### src/rtl/snq_pkg.sv
package snq_pkg;
  // Per-slot decision for the next cycle
  typedef enum logic [1:0] {
    SLOT_HOLD  = 2'd0,
    SLOT_SHIFT = 2'd1,
    SLOT_TAKE  = 2'd2
  } slot_act_e;
endpackage

### src/rtl/snq_slot.sv
module snq_slot
  import snq_pkg::*;
#(
  parameter int DIST_W = 16,
  parameter int PTR_W  = 10
) (
  input  logic              clk,
  input  logic              rst,
  input  logic              init_i,
  input  logic [DIST_W-1:0] init_dist_i,
  input  logic              en_i,
  input  logic [DIST_W-1:0] cand_dist_i,
  input  logic [PTR_W-1:0]  cand_ptr_i,
  input  logic              gt_up_i,
  input  logic [DIST_W-1:0] up_dist_i,
  input  logic [PTR_W-1:0]  up_ptr_i,
  input  logic              up_empty_i,
  output logic              gt_o,
  output logic [DIST_W-1:0] dist_o,
  output logic [PTR_W-1:0]  ptr_o,
  output logic              empty_o,
  output logic [DIST_W-1:0] nxt_dist_o
);
  logic [DIST_W-1:0] dist_q;
  logic [PTR_W-1:0]  ptr_q;
  logic              empty_q;
  logic [PTR_W-1:0]  nxt_ptr;
  logic              nxt_empty;
  slot_act_e         act;

  // strict compare: ties leave the older entry in front
  assign gt_o = dist_q > cand_dist_i;

  always_comb begin
    if (!en_i || !gt_o)  act = SLOT_HOLD;
    else if (!gt_up_i)   act = SLOT_TAKE;
    else                 act = SLOT_SHIFT;
  end

  always_comb begin
    unique case (act)
      SLOT_TAKE: begin
        nxt_dist_o = cand_dist_i;
        nxt_ptr    = cand_ptr_i;
        nxt_empty  = 1'b0;
      end
      SLOT_SHIFT: begin
        nxt_dist_o = up_dist_i;
        nxt_ptr    = up_ptr_i;
        nxt_empty  = up_empty_i;
      end
      default: begin
        nxt_dist_o = dist_q;
        nxt_ptr    = ptr_q;
        nxt_empty  = empty_q;
      end
    endcase
  end

  always_ff @(posedge clk) begin
    if (rst) begin
      dist_q  <= '1;
      ptr_q   <= '0;
      empty_q <= 1'b1;
    end else if (init_i) begin
      dist_q  <= init_dist_i;
      ptr_q   <= '0;
      empty_q <= 1'b1;
    end else begin
      dist_q  <= nxt_dist_o;
      ptr_q   <= nxt_ptr;
      empty_q <= nxt_empty;
    end
  end

  assign dist_o  = dist_q;
  assign ptr_o   = ptr_q;
  assign empty_o = empty_q;

  // a captured candidate is never a placeholder afterwards
  assert_take_fills_R2: assert property (@(posedge clk) disable iff (rst)
    (act == SLOT_TAKE && !init_i) |=> (!empty_o && dist_o == $past(cand_dist_i)));
endmodule

### src/rtl/snq_readout.sv
module snq_readout #(
  parameter int DEPTH  = 32,
  parameter int DIST_W = 16,
  parameter int PTR_W  = 10,
  localparam int IDX_W = $clog2(DEPTH),
  localparam int LEN_W = $clog2(DEPTH + 1)
) (
  input  logic              clk,
  input  logic              rst,
  input  logic [IDX_W-1:0]  rd_idx_i,
  input  logic [LEN_W-1:0]  len_i,
  input  logic [DIST_W-1:0] dist_i  [DEPTH],
  input  logic [PTR_W-1:0]  ptr_i   [DEPTH],
  input  logic              empty_i [DEPTH],
  output logic [DIST_W-1:0] rd_dist_o,
  output logic [PTR_W-1:0]  rd_ptr_o,
  output logic              rd_empty_o
);
  logic in_range;
  assign in_range = LEN_W'(rd_idx_i) < len_i;

  always_ff @(posedge clk) begin
    if (rst || !in_range) begin
      rd_dist_o  <= '1;
      rd_ptr_o   <= '0;
      rd_empty_o <= 1'b1;
    end else begin
      rd_dist_o  <= dist_i[rd_idx_i];
      rd_ptr_o   <= ptr_i[rd_idx_i];
      rd_empty_o <= empty_i[rd_idx_i];
    end
  end

  // slots past the active length always read as empty
  assert_beyond_len_empty_R8: assert property (@(posedge clk) disable iff (rst)
    !in_range |=> (rd_empty_o && rd_ptr_o == '0));
endmodule

### src/rtl/sorted_nbr_queue.sv
module sorted_nbr_queue #(
  parameter int DEPTH  = 32,
  parameter int DIST_W = 16,
  parameter int PTR_W  = 10,
  localparam int IDX_W = $clog2(DEPTH),
  localparam int LEN_W = $clog2(DEPTH + 1)
) (
  input  logic              clk,
  input  logic              rst,
  input  logic              init_valid,
  input  logic [DIST_W-1:0] init_dist,
  input  logic [LEN_W-1:0]  init_len,
  input  logic              cand_valid,
  input  logic [DIST_W-1:0] cand_dist,
  input  logic [PTR_W-1:0]  cand_ptr,
  output logic [DIST_W-1:0] top_dist,
  input  logic [IDX_W-1:0]  rd_idx,
  output logic [DIST_W-1:0] rd_dist,
  output logic [PTR_W-1:0]  rd_ptr,
  output logic              rd_empty
);
  logic [LEN_W-1:0]  len_q;
  logic [DIST_W-1:0] top_q;
  logic              accept;
  logic              gt       [DEPTH];
  logic [DIST_W-1:0] dist_w   [DEPTH];
  logic [PTR_W-1:0]  ptr_w    [DEPTH];
  logic              empty_w  [DEPTH];
  logic [DIST_W-1:0] nxt_dist [DEPTH];

  assign accept = cand_valid && !init_valid && (cand_dist < top_q);

  for (genvar i = 0; i < DEPTH; i++) begin : g_slot
    logic              en;
    logic              gt_up;
    logic [DIST_W-1:0] up_dist;
    logic [PTR_W-1:0]  up_ptr;
    logic              up_empty;

    assign en = accept && (LEN_W'(i) < len_q);

    if (i == 0) begin : g_head
      assign gt_up    = 1'b0;
      assign up_dist  = cand_dist;
      assign up_ptr   = cand_ptr;
      assign up_empty = 1'b0;
    end else begin : g_body
      assign gt_up    = gt[i-1];
      assign up_dist  = dist_w[i-1];
      assign up_ptr   = ptr_w[i-1];
      assign up_empty = empty_w[i-1];
    end

    snq_slot #(.DIST_W(DIST_W), .PTR_W(PTR_W)) u_slot (
      .clk        (clk),
      .rst        (rst),
      .init_i     (init_valid),
      .init_dist_i(init_dist),
      .en_i       (en),
      .cand_dist_i(cand_dist),
      .cand_ptr_i (cand_ptr),
      .gt_up_i    (gt_up),
      .up_dist_i  (up_dist),
      .up_ptr_i   (up_ptr),
      .up_empty_i (up_empty),
      .gt_o       (gt[i]),
      .dist_o     (dist_w[i]),
      .ptr_o      (ptr_w[i]),
      .empty_o    (empty_w[i]),
      .nxt_dist_o (nxt_dist[i])
    );
  end

  always_ff @(posedge clk) begin
    if (rst) begin
      len_q <= LEN_W'(DEPTH);
      top_q <= '1;
    end else if (init_valid) begin
      len_q <= init_len;
      top_q <= init_dist;
    end else if (accept) begin
      top_q <= nxt_dist[IDX_W'(len_q - 1'b1)];
    end
  end

  assign top_dist = top_q;

  snq_readout #(.DEPTH(DEPTH), .DIST_W(DIST_W), .PTR_W(PTR_W)) u_rd (
    .clk       (clk),
    .rst       (rst),
    .rd_idx_i  (rd_idx),
    .len_i     (len_q),
    .dist_i    (dist_w),
    .ptr_i     (ptr_w),
    .empty_i   (empty_w),
    .rd_dist_o (rd_dist),
    .rd_ptr_o  (rd_ptr),
    .rd_empty_o(rd_empty)
  );

  // Input assumption: an init carries a legal length
  assert_len_legal_R7: assert property (@(posedge clk) disable iff (rst)
    init_valid |-> (init_len != '0 && init_len <= LEN_W'(DEPTH)));

  // the registered maximum tracks the last active slot
  assert_top_is_last_R5: assert property (@(posedge clk) disable iff (rst)
    top_q == dist_w[IDX_W'(len_q - 1'b1)]);

  // a candidate not closer than the maximum changes nothing
  assert_reject_keeps_top_R3: assert property (@(posedge clk) disable iff (rst)
    (cand_valid && !init_valid && cand_dist >= top_q) |=> $stable(top_q));

  // an accepted candidate never raises the maximum
  assert_accept_lowers_R4: assert property (@(posedge clk) disable iff (rst)
    accept |=> top_q <= $past(top_q));

  // init loads the radius as the maximum
  assert_init_radius_R6: assert property (@(posedge clk) disable iff (rst)
    init_valid |=> top_q == $past(init_dist));

  // active slots stay in ascending order
  for (genvar j = 0; j < DEPTH - 1; j++) begin : g_order
    assert_sorted_R1: assert property (@(posedge clk) disable iff (rst)
      (LEN_W'(j + 1) < len_q) |-> dist_w[j] <= dist_w[j+1]);
  end
endmodule

### config.mk
export PLATFORM = sky130hd
export DESIGN_NAME = sorted_nbr_queue
export DESIGN_NICKNAME = d
export VERILOG_FILES = /design/src/rtl/snq_pkg.sv /design/src/rtl/snq_slot.sv /design/src/rtl/snq_readout.sv /design/src/rtl/sorted_nbr_queue.sv
export SDC_FILE = /design/constraint.sdc
export NUM_CORES = 2
export LEC_CHECK = 0
export BUFFER_PORTS_ARGS = -buffer_cell sky130_fd_sc_hd__buf_2
export CAP_MARGIN = 0
export CORE_ASPECT_RATIO = 1.1
export CORE_UTILIZATION = 50
export CTS_BUF_LIST = sky130_fd_sc_hd__clkbuf_4
export CTS_CLUSTER_SIZE = 16
export DETAILED_ROUTE_END_ITERATION = 10
export PLACE_DENSITY = 0.71
export SLEW_MARGIN = 20
export SYNTH_ARGS = -nofsm -noshare
export SYNTH_HDL_FRONTEND = slang
export SYNTH_HIERARCHICAL = 1
export SYNTH_SLANG_ARGS = --single-unit
### constraint.sdc
create_clock -name clk -period 4.09 [get_ports clk]
set_input_delay 0.818 -clock clk [delete_from_list [all_inputs] [get_ports clk]]
set_output_delay 0.818 -clock clk [all_outputs]
set_load 0.03 [all_outputs]
==> metrics.yaml <==
worst-path-max-fanout: 8
start_util: 0.503
nets: 9518
hold-path-endpoint: "g_slot[5].u_slot/ptr_o[1]"
maxCapViolCount: 0
vias_per_cell: 6.65
slowest_delay_ns: 0.50
slew_violations: 0
cts_sinks: 913
first_global_vias: 71700
final_common_cell: "a21oi_1"
grt_max_degree: 168
drive_gt1_frac: 0.339
grt_pass1_wl_mm: 446
power_leakage_nw: 38.9
fin_worst_skew_ns: 0.127
crit_chain: "inv_1 > ha_1 > and4_1 > a31oi_4 > nand3_4 > buf_12 > buf_12 > a21oi_4 > o41ai_4 > a31oi_4 > clkbuf_16 > mux2_4 > mux4_2 > nand2_2 > nand3_4 > nand4_1 > a221oi_2"
dpl.hpwl_mm: 229
crit_type: "register to register"
final_cell_mix: "a21oi_1 (1,054), dfxtp_1 (903), buf_4 (846)"
core_area_um2: 152000
cts.path.max_buffers: 4
cp_data_arrival_time_ns: 5.38
fp.dieH_um: 412
outcome: "finished with violations"
cts_max_level: 5
track_usage: 0.381
r2r_start: "top_dist[5]"
antenna_found_initial: 27
whs_path_depth: 3
clock_latency_ns: 1.38
postPlaceCellArea_um2: 84900
die_w_um: 375
crit_start: "top_dist[5]"
crit_required_ns: 5.30
ys_async_sr_fraction: 0
wirelength_mm: 306
dr.pass1.iters: 10
routedWlPerCell_um: 27.6
utilization: 0.587
fin_crit_ns: 4.17
fp.dieArea_um2: 154000
ys.flop_type: "dfxtp_1"
yosysSeqAreaShare: 0.239
ir_drop_uv: 264
synth_edf_count: 0
drtIter0Drc: 9230
ys_warn_count: 6
grt_overflow: 0
netlist-cell-type-count: 71
hp-class: "input pin to register"
hold_viol_final: 0
vias: 73700
cts_tree: "built"
hold_start: "cand_ptr[1]"
start_kind: "register"
power_density_nw_per_um2: 349
gp_congestion: 1.07
numCtsBuffers: 285
worstMarginPinSlew_ns: 1.28
rsz0062_at_grt: "yes"
r2r_end: "top_dist[2]"
syn_area_um2: 76400
post-route-period-util: 1.02
dp.cells: 10600
finalNonFillerCells: 11100
netlist_instances: 8202
pin_count: 100
final_area_um2: 89100
area_growth_syn_to_layout_pct: 16.7
slew_headroom: 0.144
regToRegSetupSlack_ns: -0.08
setup_viol: 12
clockRootBuffer: "clkbuf_4"
num_rows: 150
fmax_mhz: 240
rr_worst_depth: 17
violations: "setup timing"
clkTransAtPathRegs_ns: 0.06
critPathCaptureType: "register"
fin_ws_ns: -0.0815
critPathSlowestCell: "dfxtp_1"
ant_nets: 0
drc: 0
synth.avg_cell_area_um2: 9.31
io_buffers: 99
synth-seq-cells: 913
==> through the flow <==
stage | hold WS (ns) | worst slack (ns) | power, W | TNS (ns)
after floorplan | 0.481 | 0.161 | 0.0171 | 0
after global placement | 0.501 | -0.922 | 0.0212 | -23.02
after detailed placement | 0.513 | -0.961 | 0.0215 | -25.15
after CTS | 0.0215 | -0.0176 | 0.0306 | -0.0330
after global routing | 0.140 | -0.0991 | 0.0322 | -1.20
final | 0.170 | -0.0815 | 0.0311 | -0.299
==> kinds of logic after synthesis <==
| kind of cell | count (synthesis) | synth area share |
|---|---|---|
| buffers and inverters | 1249 | 0.0772 |
| multiplexers | 1272 | 0.242 |
| AND/OR/NAND/NOR | 1337 | 0.0810 |
| other | 1 | 0.0000491 |
| XOR/XNOR | 1 | 0.000213 |
| AO/OA/AOI/OAI | 2896 | 0.272 |
| flip-flops | 913 | 0.239 |
| adder cells (fa/ha/maj) | 533 | 0.0873 |
==> critical path: cells and delay by family (launching register included) <==
family	cells	cell delay, ns
mux	2	0.79
compound gates	5	0.78
buf+inv	4	0.68
simple gates	5	0.91
fa+ha+maj	1	0.29
flops	1	0.50
==> power breakdown <==
group	switching [W]	internal (W)	leakage (nW)
Sequential	0.000826	0.00945	7.53
Clock	0.00454	0.00453	1.96
Combinational	0.00652	0.00521	29.4
Total	0.0119	0.0192	38.9
==> routing by layer <==
metal	wire (um)	GRT usage	part of all wire
met5	188	0	0.00061
met2	136000	0.601	0.45
met1	113000	0.453	0.37
met4	24400	0.276	0.080
met3	32100	0.0914	0.10
==> Yosys cell counts (all sizes together) (128+ instances only) <==
cell | n | area, um2
mux2 | 380 | 5630
clkbuf | 348 | 1310
nor2 | 311 | 1170
nand4 | 146 | 1060
o21ai | 583 | 2930
a31o | 128 | 1120
ha | 533 | 6670
a21bo | 384 | 3840
inv | 586 | 2200
buf | 315 | 2390
mux2i | 582 | 5830
nand2 | 594 | 2230
mux4 | 310 | 7060
dfxtp | 913 | 18300
a21oi | 1067 | 5340
a211oi | 344 | 3780
==> registers in the layout (all words and copies together) (netlist names) <==
| register | flops |
|---|---|
| u_rd/rd_ptr_o | 10 |
| len_q | 6 |
| g_slot.u_slot/dist_o | 512 |
| g_slot.u_slot/ptr_o | 320 |
| u_rd/rd_dist_o | 16 |
| u_rd/rd_empty_o | 1 |
| top_dist | 16 |
| g_slot.u_slot/empty_o | 32 |
==> worst max-delay path by stage <==
stage | slack, ns | end | depth (start not counted)
final | -0.08 | top_dist[2] | 17
after global routing | -0.1 | top_dist[4] | 19
after CTS | -0.02 | top_dist[10] | 22
after detailed placement | -0.96 | top_dist[3] | 19
after global placement | -0.92 | top_dist[2] | 19
after floorplan | 0.16 | top_dist[15] | 18
==> cell type report <==
type,count,area [um2]
antenna,8,20.0
clock buffer,402,3020
clock inverter,49,216
fill,13000,62700
inverter,586,2210
multi-input combinational,6046,53200
sequential,913,18300
tap,1976,2470
timing repair buffer,1096,9700
==> what timing repair did <==
action,4_1_cts,5_1_grt
gates resized for setup,58,96
setup buffers,6,4
endpoints found under the hold margin,31,0
setup endpoints to repair,16,16
pin swaps,14,32
hold buffers,13,0
cloned,1,4
Power figures use the tool's default switching activity.
